===== src/rtl/spi_port_pkg.sv =====
package spi_port_pkg;
  localparam int DATA_W = 8;
  localparam int RATE_W = 2;

  typedef struct packed {
    logic             irq_en;
    logic             en;
    logic             div_bypass;
    logic             mstr;
    logic             cpol;
    logic             cpha;
    logic [RATE_W-1:0] rate;
  } ctrl_t;

  typedef enum logic [1:0] {
    ADDR_CTRL = 2'd0,
    ADDR_STAT = 2'd1,
    ADDR_DATA = 2'd2
  } addr_e;

  localparam int STAT_DONE  = 0;
  localparam int STAT_OVR   = 1;
  localparam int STAT_FAULT = 2;
endpackage


===== src/rtl/spi_port_clkdiv.sv =====
module spi_port_clkdiv #(
  parameter int RATE_W = 2
) (
  input  logic              clk_i,
  input  logic              rst_ni,
  input  logic              run_i,
  input  logic [RATE_W-1:0] rate_i,
  input  logic              bypass_i,
  output logic              tick_o
);
  localparam int MAX_HALF = 4 << ((1 << RATE_W) - 1);
  localparam int CNT_W    = $clog2(MAX_HALF) + 1;

  logic [CNT_W-1:0] cnt_q;
  logic [CNT_W-1:0] half;

  always_comb begin
    half = CNT_W'(2) << rate_i;
    if (!bypass_i) half = half << 1;
  end

  assign tick_o = run_i && (cnt_q == half - CNT_W'(1));

  always_ff @(posedge clk_i or negedge rst_ni) begin
    if (!rst_ni)                cnt_q <= '0;
    else if (!run_i || tick_o)  cnt_q <= '0;
    else                        cnt_q <= cnt_q + CNT_W'(1);
  end
endmodule


===== src/rtl/spi_port_shifter.sv =====
module spi_port_shifter #(
  parameter int DATA_W = 8
) (
  input  logic              clk_i,
  input  logic              rst_ni,
  input  logic              en_i,
  input  logic              mstr_i,
  input  logic              cpol_i,
  input  logic              cpha_i,
  input  logic              tick_i,
  input  logic              start_i,
  input  logic              load_i,
  input  logic [DATA_W-1:0] load_data_i,
  input  logic              abort_i,
  input  logic              sck_i,
  input  logic              ss_ni,
  input  logic              sdi_i,
  output logic              sdo_o,
  output logic              sck_o,
  output logic              busy_o,
  output logic              ss_act_o,
  output logic              done_o,
  output logic [DATA_W-1:0] rx_o
);
  localparam int BIT_W  = $clog2(DATA_W);
  localparam int EDGE_W = $clog2(2 * DATA_W);
  localparam logic [BIT_W-1:0]  LAST_BIT  = BIT_W'(DATA_W - 1);
  localparam logic [EDGE_W-1:0] LAST_EDGE = EDGE_W'(2 * DATA_W - 1);

  logic [1:0]        sck_s, ss_s;
  logic              sck_d;
  logic              busy_q, phase_q;
  logic [EDGE_W-1:0] edge_cnt_q;
  logic [BIT_W-1:0]  bit_cnt_q;
  logic [DATA_W-1:0] tx_q, rx_q, rx_next;
  logic              slave_sel, s_edge, m_edge, edge_evt, lead;
  logic              sample, change, hold_first, m_last, s_last;

  // input synchronisers
  always_ff @(posedge clk_i or negedge rst_ni) begin
    if (!rst_ni) begin
      sck_s <= 2'b00;
      ss_s  <= 2'b11;
      sck_d <= 1'b0;
    end else begin
      sck_s <= {sck_s[0], sck_i};
      ss_s  <= {ss_s[0], ss_ni};
      sck_d <= sck_s[1];
    end
  end

  assign ss_act_o  = ~ss_s[1];
  assign slave_sel = en_i & ~mstr_i & ss_act_o;
  assign s_edge    = slave_sel & (sck_s[1] ^ sck_d);
  assign m_edge    = busy_q & tick_i;
  assign edge_evt  = m_edge | s_edge;
  assign lead      = mstr_i ? ~phase_q : (sck_s[1] != cpol_i);
  assign sample    = edge_evt & (lead ^ cpha_i);
  assign change    = edge_evt & ~(lead ^ cpha_i);
  // phase 1: first bit is already on the line before the first edge
  assign hold_first = cpha_i & (bit_cnt_q == '0);
  assign rx_next   = {rx_q[DATA_W-2:0], sdi_i};
  assign m_last    = m_edge & (edge_cnt_q == LAST_EDGE);
  assign s_last    = ~mstr_i & sample & (bit_cnt_q == LAST_BIT);

  assign done_o = m_last | s_last;
  assign rx_o   = sample ? rx_next : rx_q;
  assign sdo_o  = tx_q[DATA_W-1];
  assign sck_o  = cpol_i ^ phase_q;
  assign busy_o = busy_q;

  always_ff @(posedge clk_i or negedge rst_ni) begin
    if (!rst_ni) begin
      busy_q     <= 1'b0;
      phase_q    <= 1'b0;
      edge_cnt_q <= '0;
    end else if (abort_i || !en_i) begin
      busy_q  <= 1'b0;
      phase_q <= 1'b0;
    end else if (start_i) begin
      busy_q     <= 1'b1;
      phase_q    <= 1'b0;
      edge_cnt_q <= '0;
    end else if (m_edge) begin
      phase_q    <= ~phase_q;
      edge_cnt_q <= edge_cnt_q + EDGE_W'(1);
      if (m_last) busy_q <= 1'b0;
    end
  end

  always_ff @(posedge clk_i or negedge rst_ni) begin
    if (!rst_ni) begin
      bit_cnt_q <= '0;
      rx_q      <= '0;
      tx_q      <= '0;
    end else begin
      if (start_i || (!mstr_i && !slave_sel)) bit_cnt_q <= '0;
      else if (sample) bit_cnt_q <= (bit_cnt_q == LAST_BIT) ? '0 : bit_cnt_q + BIT_W'(1);
      if (sample) rx_q <= rx_next;
      if (load_i) tx_q <= load_data_i;
      else if (change && !hold_first) tx_q <= {tx_q[DATA_W-2:0], 1'b0};
    end
  end
endmodule


===== src/rtl/spi_port_regs.sv =====
module spi_port_regs
  import spi_port_pkg::*;
(
  input  logic              clk_i,
  input  logic              rst_ni,
  input  logic [1:0]        addr_i,
  input  logic              wr_en_i,
  input  logic              rd_en_i,
  input  logic [DATA_W-1:0] wdata_i,
  output logic [DATA_W-1:0] rdata_o,
  input  logic              ss_act_i,
  input  logic              busy_i,
  input  logic              done_i,
  input  logic [DATA_W-1:0] rx_i,
  output ctrl_t             ctrl_o,
  output logic              start_o,
  output logic              load_o,
  output logic              fault_o,
  output logic              spif_o,
  output logic              ovr_o,
  output logic              modf_o,
  output logic [DATA_W-1:0] rd_buf_o,
  output logic              irq_o
);
  ctrl_t             ctrl_q;
  logic              spif_q, ovr_q, modf_q, arm_x_q, arm_f_q;
  logic [DATA_W-1:0] rd_buf_q;
  logic              ctrl_wr, stat_rd, data_acc, data_wr, clr_x, fault;

  assign ctrl_wr  = wr_en_i & (addr_i == ADDR_CTRL);
  assign stat_rd  = rd_en_i & (addr_i == ADDR_STAT);
  assign data_wr  = wr_en_i & (addr_i == ADDR_DATA);
  assign data_acc = (wr_en_i | rd_en_i) & (addr_i == ADDR_DATA);
  assign clr_x    = data_acc & arm_x_q;
  assign fault    = ctrl_q.en & ctrl_q.mstr & ss_act_i;

  always_ff @(posedge clk_i or negedge rst_ni) begin
    if (!rst_ni) begin
      ctrl_q   <= '0;
      spif_q   <= 1'b0;
      ovr_q    <= 1'b0;
      modf_q   <= 1'b0;
      arm_x_q  <= 1'b0;
      arm_f_q  <= 1'b0;
      rd_buf_q <= '0;
    end else begin
      if (ctrl_wr) ctrl_q <= ctrl_t'(wdata_i);
      if (fault)   ctrl_q.en <= 1'b0;

      if (stat_rd && modf_q) arm_f_q <= 1'b1;
      if (ctrl_wr && arm_f_q) begin
        modf_q  <= 1'b0;
        arm_f_q <= 1'b0;
      end
      if (fault) modf_q <= 1'b1;

      if (stat_rd && (spif_q || ovr_q)) arm_x_q <= 1'b1;
      else if (data_acc)                arm_x_q <= 1'b0;
      if (clr_x) begin
        spif_q <= 1'b0;
        ovr_q  <= 1'b0;
      end
      if (done_i) begin
        if (spif_q && !clr_x) ovr_q <= 1'b1;
        else begin
          spif_q   <= 1'b1;
          rd_buf_q <= rx_i;
        end
      end
    end
  end

  always_comb begin
    rdata_o = '0;
    case (addr_i)
      ADDR_CTRL: rdata_o = ctrl_q;
      ADDR_STAT: begin
        rdata_o[STAT_DONE]  = spif_q;
        rdata_o[STAT_OVR]   = ovr_q;
        rdata_o[STAT_FAULT] = modf_q;
      end
      ADDR_DATA: rdata_o = rd_buf_q;
      default:   rdata_o = '0;
    endcase
  end

  assign start_o  = data_wr & ctrl_q.en & ctrl_q.mstr & ~busy_i & ~ss_act_i;
  assign load_o   = data_wr & ~busy_i;
  assign fault_o  = fault;
  assign ctrl_o   = ctrl_q;
  assign spif_o   = spif_q;
  assign ovr_o    = ovr_q;
  assign modf_o   = modf_q;
  assign rd_buf_o = rd_buf_q;
  assign irq_o    = ctrl_q.irq_en & (spif_q | ovr_q | modf_q);
endmodule


===== src/rtl/spi_port.sv =====
module spi_port
  import spi_port_pkg::*;
(
  input  logic              clk_i,
  input  logic              rst_ni,
  input  logic [1:0]        addr_i,
  input  logic              wr_en_i,
  input  logic              rd_en_i,
  input  logic [DATA_W-1:0] wdata_i,
  output logic [DATA_W-1:0] rdata_o,
  input  logic              sck_i,
  output logic              sck_o,
  output logic              sck_oe_o,
  input  logic              sdi_i,
  output logic              sdo_o,
  output logic              sdo_oe_o,
  input  logic              ss_ni,
  output logic              irq_o
);
  ctrl_t             ctrl_q;
  logic              busy_q, ss_act, done, start, load, fault, tick;
  logic              spif_q, ovr_q, modf_q;
  logic [DATA_W-1:0] rx_byte, rd_buf_q;

  spi_port_regs u_regs (
    .clk_i    (clk_i),
    .rst_ni   (rst_ni),
    .addr_i   (addr_i),
    .wr_en_i  (wr_en_i),
    .rd_en_i  (rd_en_i),
    .wdata_i  (wdata_i),
    .rdata_o  (rdata_o),
    .ss_act_i (ss_act),
    .busy_i   (busy_q),
    .done_i   (done),
    .rx_i     (rx_byte),
    .ctrl_o   (ctrl_q),
    .start_o  (start),
    .load_o   (load),
    .fault_o  (fault),
    .spif_o   (spif_q),
    .ovr_o    (ovr_q),
    .modf_o   (modf_q),
    .rd_buf_o (rd_buf_q),
    .irq_o    (irq_o)
  );

  spi_port_clkdiv #(.RATE_W(RATE_W)) u_div (
    .clk_i    (clk_i),
    .rst_ni   (rst_ni),
    .run_i    (busy_q),
    .rate_i   (ctrl_q.rate),
    .bypass_i (ctrl_q.div_bypass),
    .tick_o   (tick)
  );

  spi_port_shifter #(.DATA_W(DATA_W)) u_shift (
    .clk_i       (clk_i),
    .rst_ni      (rst_ni),
    .en_i        (ctrl_q.en),
    .mstr_i      (ctrl_q.mstr),
    .cpol_i      (ctrl_q.cpol),
    .cpha_i      (ctrl_q.cpha),
    .tick_i      (tick),
    .start_i     (start),
    .load_i      (load),
    .load_data_i (wdata_i),
    .abort_i     (fault),
    .sck_i       (sck_i),
    .ss_ni       (ss_ni),
    .sdi_i       (sdi_i),
    .sdo_o       (sdo_o),
    .sck_o       (sck_o),
    .busy_o      (busy_q),
    .ss_act_o    (ss_act),
    .done_o      (done),
    .rx_o        (rx_byte)
  );

  assign sck_oe_o = ctrl_q.en & ctrl_q.mstr;
  assign sdo_oe_o = ctrl_q.en & (ctrl_q.mstr | ~ss_ni);
endmodule


===== config.mk =====
export PLATFORM = sky130hd
export DESIGN_NAME = spi_port
export DESIGN_NICKNAME = d
export VERILOG_FILES = /design/src/rtl/spi_port_pkg.sv /design/src/rtl/spi_port_clkdiv.sv /design/src/rtl/spi_port_shifter.sv /design/src/rtl/spi_port_regs.sv /design/src/rtl/spi_port.sv
export SDC_FILE = /design/constraint.sdc
export NUM_CORES = 1
export LEC_CHECK = 0
export ABC_CLOCK_PERIOD_IN_PS = 3200
export BUFFER_PORTS_ARGS = -buffer_cell sky130_fd_sc_hd__buf_2
export CAP_MARGIN = 0
export CELL_PAD_IN_SITES_DETAIL_PLACEMENT = 2
export CELL_PAD_IN_SITES_GLOBAL_PLACEMENT = 2
export CORE_MARGIN = 5
export CORE_UTILIZATION = 35
export DETAILED_ROUTE_END_ITERATION = 8
export PLACE_DENSITY = 0.84
export SYNTH_ARGS = -nofsm -noshare
export SYNTH_HDL_FRONTEND = slang
export SYNTH_SLANG_ARGS = --single-unit

===== constraint.sdc =====
create_clock -name clk_i -period 3.2 [get_ports clk_i]
set_clock_uncertainty 0.1 [all_clocks]
set_input_delay 0 -clock clk_i [delete_from_list [all_inputs] [get_ports clk_i]]
set_output_delay 0 -clock clk_i [all_outputs]
set_load 0.02 [all_outputs]

[After elaboration in Yosys (flattened, before gate mapping)]
Index checks and enable logic that the tools add are counted.
Word-level totals
  bits in registers: 57
  input bits: 17
  output and inout bits: 13
Cells by class
  add/sub/neg operators: 4
  equal/unequal tests: 6
  shift-type cells: 1
  reductions and logical operators: 31
  mux-type cells: 34
  bitwise logic cells: 41
Operators with widths (number)
  $and A1 B1 Y1: 24
  $mux W8: 3
  $mux W1: 21
  $reduce_bool A2 Y1: 7
  $mux W6: 2
  $pmux W5 S2: 1
  $mux W3: 3
  $pmux W3 S3: 1
  $mux W4: 2
  $not A1 Y1: 8
  $logic_and A1 B1 Y1: 7
  $mux W7: 1
  $add A6 B1 Y6 const B: 1
  $eq A6 B6 Y1: 1
  $logic_not A1 Y1: 6
  $or A1 B1 Y1: 6
  $reduce_and A2 Y1: 3
  $reduce_bool A3 Y1: 2
  $shl A2 B2 Y6 const A: 1
  $sub A6 B1 Y6 const B: 1
  $add A4 B1 Y4 const B: 1
  $eq A4 B4 Y1 const B: 1
  $logic_or A1 B1 Y1: 4
  $add A3 B1 Y3 const B: 1
  other kinds (7): 9

[Logic depth before layout (Yosys ltp)]
Gate-level depths: netlist of run 1.
  word-level depth: 12
  depth in mapped cells: 12

[Cells and area by module]
Synthesis of run 1 repeated with hierarchy kept, for this count alone.
Second synthesis, totals
  cell total of the unflattened synthesis: 325
  area, all modules: 3379.5 um^2
By module, submodules not included
  spi_port_shifter: area each 1572.8 um^2, cells each 139, instances 1, sequential area each 753.2 um^2
  spi_port_regs: area each 1295.0 um^2, cells each 125, instances 1, sequential area each 525.5 um^2
  spi_port_clkdiv: area each 493.0 um^2, cells each 58, instances 1, sequential area each 150.1 um^2
  spi_port: area each 18.8 um^2, cells each 3, instances 1, sequential area each 0.0 um^2

[Least setup slack after synthesis of run 1]
Ideal clock, no wire load.
  path kind: flip-flop to flip-flop
  from: register u_regs.ctrl_o[0] (netlist name)
  to: register u_regs.rd_buf_q[1], in the netlist u_regs.rd_buf_o[1]
  setup time: 0.125 ns
  cell stages (with the launch flop): 13
  path slack: 0.050 ns
  required time: 2.975 ns
  period minus slack after synthesis: 3.150 ns
  arrival: 2.925 ns
  cell sequence: dfrtp_1 > nor2b_1 > nor3_1 > inv_1 > ha_1 > xor2_1 > nor3_2 > a41oi_2 > a2111oi_4 > o21ai_2 > buf_6 > mux2_4 > mux2_4
RTL lines
  $shl A2 B2 Y6: RTL line spi_port_clkdiv.sv:18  | half = CNT_W'(2) << rate_i;
  $mux W6: RTL line spi_port_clkdiv.sv:19  | if (!bypass_i) half = half << 1;
  $sub A6 B1 Y6: RTL line spi_port_clkdiv.sv:22  | assign tick_o = run_i && (cnt_q == half - CNT_W'(1));
  $eq A6 B6 Y1: RTL line spi_port_clkdiv.sv:22
  $logic_and A1 B1 Y1: RTL line spi_port_clkdiv.sv:22
  $and A1 B1 Y1: RTL line spi_port_shifter.sv:55  | assign m_edge = busy_q & tick_i;
  $or A1 B1 Y1: RTL line spi_port_shifter.sv:56  | assign edge_evt = m_edge | s_edge;
  $and A1 B1 Y1: RTL line spi_port_shifter.sv:58  | assign sample = edge_evt & (lead ^ cpha_i);
  $mux W8: RTL line spi_port_shifter.sv:67  | assign rx_o = sample ? rx_next : rx_q;
  via rx_byte[1]: RTL line spi_port.sv:23  | logic [DATA_W-1:0] rx_byte, rd_buf_q;
  end signal, assigned: RTL line spi_port_regs.sv:67  | rd_buf_q <= rx_i;
  end, declared: RTL line spi_port_regs.sv:27  | logic [DATA_W-1:0] rd_buf_q;
The timed path passes the listed nets, and every way through them passes these cells.
A chain may end at the register's enable or synchronous reset.

[Worst setup path after layout of run 1]
  from: register u_regs.ctrl_o[1] (netlist name)
  to: register u_regs.rd_buf_q[7], in the netlist u_regs.rd_buf_o[7]
RTL lines (RTL line)
  $shl A2 B2 Y6: spi_port_clkdiv.sv:18
  $mux W6: spi_port_clkdiv.sv:19
  $sub A6 B1 Y6: spi_port_clkdiv.sv:22
  $eq A6 B6 Y1: spi_port_clkdiv.sv:22
  $logic_and A1 B1 Y1: spi_port_clkdiv.sv:22
  $and A1 B1 Y1: spi_port_shifter.sv:55
  $or A1 B1 Y1: spi_port_shifter.sv:56
  $and A1 B1 Y1: spi_port_shifter.sv:58
  $mux W8: spi_port_shifter.sv:67
  via rx_byte[7]: spi_port.sv:23
The timed path passes the listed nets, and every way through them passes these cells.

==> summary.txt, run 1 <==
Outcome
  – Status: complete, no violations

Power
  – Tot Pwr: roughly 0.0023 W
  – PD cells: 599.3 nW/µm²
  – Internal: between 0.0015 and 0.002 W
  – Reg power frac: 0.403
  – Leak: around 1.8 nW
  – Clock Power Share: 0.369
  – Switching portion of total power: 0.3085
  – Max rail drop VDD: 228.2 µV
  – Combinational Power Share: 0.228
  – Switching power: between 0.0007 and 0.0008 W

Floorplan
  – Core Region: 8134 µm²
  – Die Footprint: approximately 10000 µm²
  – Num ports: 30
  – Die span in x: between 100 and 150 µm
  – Die H: between 100 and 150 µm
  – Initial Utilization: 0.3549
  – FP Rows: 33

Timing
  – Final Max Tran Viols: 0
  – Period Utilization, post-route: 0.9797
  – Final Setup Violations: 0
  – Max transition margin: 0.3672
  – Fmax: ~0.32 GHz
  – Least-Margin Pin Slew: ~0.95 ns
  – Post-layout min period: between 3 and 4 ns
  – Final hold violation count: 0

Global routing
  – Vias in the first global route: ~2.6k
  – Largest net degree at the start of global routing: between 40 and 50
  – Global-route wire length before repair: around 14 mm
  – Overflow after GRT: 0
  – Initial antenna violation count: 0
  – GRT Total Usage: 0.1872

Yosys
  – Cell variety after synth: 44
  – Number of flops mapped to enable cells by yosys: 0
  – Syn Area/Cell: approximately 11 µm²
  – Post-synthesis net count: roughly 290
  – Syn Inst Count: 262
  – Seq/Total Area, Yosys: 0.4950
  – Async S/R FF share, synth: 1.000
  – Syn Std Cell Area: around 2900 µm²
  – Synth Flop Type: dfrtp_1
  – Yosys warns: 0
  – Synthesized flop and latch total: 57

Drt
  – Via count: about 2.3k
  – Via/cell ratio: a little over 5
  – Routed len/inst: 21.29 µm
  – WL final: about 9.4 mm
  – First DRT Iteration DRCs: 37
  – Post-route ant nets: 0
  – DRC: 0
  – First-pass detailed-route iteration total: 4

Critical path
  – Critical path peak fanout: 5
  – Cell breakdown of the critical path: or3b_4, ha_4, xor2_1, o311a_1, nand2_2, a2111oi_4, buf_4, o21ai_4, mux2_4, mux2_2
  – Critical Path Stages: 10
  – Reg2reg path depth: 10
  – Reg-to-Reg End: u_regs.rd_buf_o[7]
  – Crit Path Class: flop to flop
  – Worst Path Arrival: roughly 3.3 ns
  – CP Launch Type: flop
  – FF-to-FF setup slack: ~0.065 ns
  – CP max-delay cell: dfrtp_2
  – WP buf/inv: 1
  – CP endpoint kind: flop
  – Crit path max-delay family: compound AO/OA/AOI/OAI gates
  – Worst path required time: between 3 and 4 ns
  – RR Startpoint: u_regs.ctrl_o[1]
  – Setup crit start: u_regs.ctrl_o[1]
  – CP max stage delay: approximately 0.44 ns
  – Setup crit end: u_regs.rd_buf_o[7]

Final layout
  – Most frequent cells in the layout: 52 x dfrtp_1, 30 x nand2_1, 29 x buf_2
  – Layout cells sized above 1: 0.3284
  – Commonest non-fill, non-tap cell in the layout: dfrtp_1
  – Core Util, Final: 0.4664
  – Antenna diodes: 0
  – Layout area overhead: 31.43%
  – Post-layout net count: around 360

CTS
  – CTS tree: yes
  – CTS Sinks: 57
  – Clk buf depth: 2
  – Worst skew pair latency: approximately 0.35 ns
  – Htree depth: 3
  – Clk root buf: clkbuf_8
  – Clock slew at reported path FFs: around 0.07 ns
  – TritonCTS buffer count: 9

Placed design
  – Buffers added on ports: 29
  – Hpwl dp: 5.809 mm
  – Routability cong.: 0.7453

Run
  – Maxcap violations: 0

Hold path
  – Worst Hold Class: input pin to flop
-- layout make-up --
cell class | count | area [µm²]
repair buffers | 65 | 481.7
multi-input cells | 192 | 1475
inverters | 8 | 30.03
flip-flops and latches | 57 | 1433
clock buffers | 9 | 123.9
well taps | 105 | 131.4
clock inverters | 7 | 118.9
fillers | 833 | 4340
-- cells by family after synthesis --
group           synth area share
xor+xnor                 0.04855
mux                       0.1669
compound gates            0.1027
fa+ha+maj                0.02601
buf+inv                  0.02080
flops                     0.4950
simple gates              0.1400
-- layer usage --
layer	vias up	GRT usage	routed length, µm
met5	-	0	0
met4	0	0.08808	240
met3	19	0.02907	292
met2	45	0.3281	5003
met1	1173	0.2232	3894
li1	1055	-	-
-- timing repair --
action                                  4_1_cts  5_1_grt
hold buffers                                 15        0
pin swaps                                     2        4
buffers inserted                              5        7
hold endpoints to repair                     60        0
resized for setup                             8       10
cloned                                        1        0
endpoints found under the setup margin       18       17
-- cells in the mapped netlist, types with 2 or more instances --
cell type   n  area (µm²)
and2_1      2       12.51
a21boi_0    2       15.01
xor2_1     12       105.1
ha_1        6       75.07
o21ai_0    21       105.1
nand3_1    10       50.05
a31oi_1     2       12.51
nor2_1     23       86.33
mux2_2      9       101.4
clkbuf_1    4       15.01
a21oi_1     5       25.02
inv_1       8       30.03
mux2_4     12       180.2
and3_1      4       25.02
dfrtp_1    55        1376
nand2_1    31       116.4
mux2i_1    20       200.2
xnor2_1     4       35.03
dfstp_2     2       52.55
nand2b_1    4       25.02
nor2b_1     3       18.77
-- registers in the layout (all words and copies together), names as in the netlist, 2 cells and up --
| register | count |
|---|---|
| u_div.cnt_q | 6 |
| u_regs.ctrl_o | 8 |
| u_regs.rd_buf_o | 8 |
| u_shift.bit_cnt_q | 3 |
| u_shift.edge_cnt_q | 4 |
| u_shift.rx_q | 8 |
| u_shift.sck_s | 2 |
| u_shift.ss_s | 2 |
| u_shift.tx_q | 8 |
-- how the worst min path moves through the flow --
stage / endpoint / cells after the start / startpoint / slack (ns)
6_report: u_regs.arm_f_q / 3 / addr_i[0] / 0.11
5_1_grt: u_regs.arm_f_q / 3 / addr_i[0] / 0.12
4_1_cts: u_regs.arm_f_q / 3 / addr_i[0] / 0.09
3_5_place_dp: u_shift.sck_s[0] / 1 / sck_i / 0.01
3_3_place_gp: u_shift.sck_s[0] / 1 / sck_i / 0.009
2_1_floorplan: u_div.cnt_q[0] / 0 / rst_ni / -0.40
-- power by group through the flow --
stage                     clock [W]  combinational, W  sequential [W]
after floorplan                   0          0.000276        0.000887
after global placement            0          0.000391        0.000906
after detailed placement          0          0.000416        0.000922
after CTS                  0.000853          0.000461        0.000913
after global routing       0.000884          0.000564        0.000928
final                      0.000839          0.000519        0.000916
-- worst register-to-register path: stages (launching register included) --
cell	delay [ns]
dfrtp_2	0.44
or3b_4	0.45
ha_4	0.29
xor2_1	0.16
o311a_1	0.24
nand2_2	0.08
a2111oi_4	0.31
buf_4	0.22
o21ai_4	0.11
mux2_4	0.36
mux2_2	0.27
-- metrics by stage --
stage	instances	setup WS [ns]	setup TNS (ns)	hold slack [ns]	cell area, µm²
finish	443	0.06495	0	0.1098	3794
floorplan	262	0.05026	0	-0.3956	2887
global route	443	-0.04078	-0.06302	0.1168	3794
global placement	399	-0.02814	-0.05518	0.008751	3207
detailed placement	399	-0.2552	-1.613	0.009919	3207
CTS	436	0.004665	0	0.08594	3687
No activity file was read; power rests on OpenSTA's default activity.
==> run 2, diff against run 1 <==
Settings changed: ABC_AREA set to 1, CORE_UTILIZATION 35 to 32.
==> summary.txt, run 2 <==
Outcome
  – Status: complete, no violations

Placed design
  – Buffers added on ports: 29 (unchanged)
  – Placed insts: 484 (+21%)
  – Placed Instance Area: 3173 µm² (-1.1%)
  – Routability cong.: 0.7336 (-1.6%)
  – Hpwl dp: 6.662 mm (+15%)

Timing
  – Final Setup Violations: 0 (unchanged)
  – Hold_ws: 0.04720 ns (-0.06262 ns)
  – Final hold violation count: 0 (unchanged)
  – Max transition margin: 0.5462 (+0.1789)
  – Fmax: 0.3579 GHz (+12%)
  – Total Negative Setup Slacks: 0 ns (unchanged)
  – Least-Margin Pin Slew: 0.6807 ns (-0.2684 ns)
  – Post-layout min period: 2.794 ns (-0.3413 ns)
  – Final Max Tran Viols: 0 (unchanged)
  – RSZ-0062 raised after global routing: false
  – Period Utilization, post-route: 0.8731 (-0.1066)

Global routing
  – Vias in the first global route: 2952 (+15%)
  – Global-route wire length before repair: 15.28 mm (+8.0%)
  – Initial antenna violation count: 0 (unchanged)
  – Overflow after GRT: 0 (unchanged)
  – GRT Total Usage: 0.1759 (-0.01132)
  – Largest net degree at the start of global routing: 30 (-29%)

Yosys
  – Syn Std Cell Area: 2929 µm² (+1.5%)
  – Yosys warns: 0 (unchanged)
  – Syn Inst Count: 348 (+33%)
  – Syn Area/Cell: 8.417 µm² (-24%)
  – Biggest area consumer among synthesized cells: dfrtp_1
  – Synthesized flop and latch total: 57 (unchanged)
  – Number of flops mapped to enable cells by yosys: 0 (unchanged)
  – Synth Flop Type: dfrtp_1
  – Cell variety after synth: 37 (-16%)
  – Commonest cells in the netlist: 103 x nand2_1, 55 x dfrtp_1, 36 x nand3_1
  – Seq/Total Area, Yosys: 0.4878 (-0.007189)
  – Most frequent cell after synthesis: nand2_1
  – Post-synthesis net count: 371 (+30%)
  – Yosys top cell area share: 0.4699 (-0.006925)
  – Async S/R FF share, synth: 1.000 (unchanged)
  – Area contributors post-synth: dfrtp_1 47%, nand2_1 13%, nand3_1 6.2%

Final layout
  – Final std cells w/o fill: 515 (+16%)
  – Antenna diodes: 0 (unchanged)
  – Most frequent cells in the layout: 103 x nand2_1, 55 x dfrtp_1, 36 x nand3_1
  – Commonest non-fill, non-tap cell in the layout: nand2_1
  – Layout cells sized above 1: 0.1931 (-0.1353)
  – Post-layout net count: 422 (+19%)
  – Design area: 3520 µm² (-7.2%)
  – Layout area overhead: 20.16%

Drt
  – Via count: 2585 (+13%)
  – First DRT Iteration DRCs: 65 (+76%)
  – Via/cell ratio: 5.019 (-3.0%)
  – First-pass detailed-route iteration total: 4 (unchanged)
  – Routed len/inst: 17.85 µm (-16%)
  – WL final: 9.192 mm (-2.5%)
  – Post-route ant nets: 0 (unchanged)
  – DRC: 0 (unchanged)

Hold path
  – Hold depth: 5 (+2)
  – Worst Hold Class: input pin to flop

Floorplan
  – Num ports: 30 (unchanged)
  – Die span in x: 105.7 µm (+4.8%)
  – Initial Utilization: 0.3231 (-0.03175)
  – Die H: 105.7 µm (+4.8%)
  – Core Region: 9065 µm² (+11%)
  – FP Rows: 35 (+6.1%)
  – Die Footprint: 11170 µm² (+9.9%)

CTS
  – Clk root buf: clkbuf_8
  – # resized after CTS: 0 (-8)
  – Clock slew at reported path FFs: 0.07 ns (about the same)
  – CTS tree: yes
  – Worst skew pair latency: 0.35 ns (about the same)
  – Clk buf depth: 2 (unchanged)
  – Post-CTS Setup Inserts: 0 (-5)
  – CTS Sinks: 57 (unchanged)
  – Htree depth: 3 (unchanged)
  – TritonCTS buffer count: 9 (unchanged)

Power
  – Max rail drop VDD: 273.8 µV (+20%)
  – Leak: 1.753 nW (-3.2%)
  – Tot Pwr: 0.002111 W (-7.2%)
  – PD cells: 599.6 nW/µm² (about the same)

Critical path
  – Crit Path Class: flop to flop
  – Worst path required time: 3.33 ns (about the same)
  – Critical path peak fanout: 12 (+7)
  – Reg2reg path depth: 18 (+8)
  – CP endpoint kind: flop
  – CP Launch Type: flop
  – Worst Path Arrival: 2.92 ns (-0.35 ns)

Run
  – Maxcap violations: 0 (unchanged)
==> run 2: worst paths after layout <==
check                                  from                  to  slack, ns
setup / recovery           u_regs.ctrl_o[5]  u_regs.rd_buf_o[3]       0.41
hold / removal                    addr_i[0]      u_regs.arm_x_q       0.05
setup reg to reg           u_regs.ctrl_o[5]  u_regs.rd_buf_o[3]       0.41
hold reg to reg            u_shift.sck_s[0]    u_shift.sck_s[1]       0.25
max in group asynchronous            rst_ni     u_shift.rx_q[5]       1.99
min in group asynchronous            rst_ni    u_shift.sck_s[0]       0.13
==> run 2: timing repair <==
action / 4_1_cts / 5_1_grt
endpoints found under the setup margin: 0 / 0
hold endpoints to repair: 48 / 0
hold buffers: 15 / 0
==> run 2: layout make-up <==
type / count / area (µm²)
Clock buffer: 11 / 141.4
Clock inverter: 5 / 55.05
Fill cell: 1025 / 5545
Inverter: 39 / 146.4
Multi-Input combinational cell: 246 / 1299
Sequential cell: 57 / 1429
Tap cell: 111 / 138.9
Timing Repair Buffer: 46 / 310.3
==> run 2: worst max-delay path, cell delays in order, from the launching register on <==
cell      delay (ns)
dfrtp_1         0.41
inv_2           0.09
nand2_1         0.07
nand2_1         0.06
o21bai_1        0.17
ha_1            0.30
inv_1           0.05
nand2_1         0.06
nand3_1         0.06
nor2_1          0.14
nand2_1         0.10
nor2_4          0.13
nand4_4         0.17
nand2_4         0.21
nand3_2         0.12
nand2_4         0.16
nand2_4         0.11
nand2_1         0.10
nand2_1         0.07
==> run 2: kinds of logic (layout without fill, tap and decap cells) <==
family                   count (synthesis)  after routing  synth area share
AND/OR/NAND/NOR                        187            187            0.3106
flip-flops                              57             57            0.4878
AO/OA/AOI/OAI                           46             46           0.08629
buffers and inverters                   45            101           0.06877
XOR/XNOR                                 7              7           0.02093
adder cells (fa/ha/maj)                  6              6           0.02563
==> run 2: power by group <==
part | leakage (nW) | internal (W) | switching [W]
logic | 0.909 | 0.000165 | 0.000345
clock network | 0.0953 | 0.000378 | 0.000314
registers | 0.748 | 0.000833 | 0.0000761
total | 1.75 | 0.00138 | 0.000735
==> run 2: metrics by stage <==
stage / worst slack, ns / utilization
2_1_floorplan: 0.9477 / -
3_3_place_gp: 0.6225 / 0.3500
3_5_place_dp: 0.4656 / 0.3500
4_1_cts: 0.3705 / 0.3883
5_1_grt: 0.2202 / 0.3883
6_report: 0.4062 / 0.3883
==> run 2: routing by layer <==
metal  share of wire  up-vias  global-route usage
met5               0        -                   0
met4           0.019        0             0.06568
met3           0.028       15             0.03797
met2            0.52       41              0.3110
met1            0.43     1311              0.2084
li1                -     1218                   -
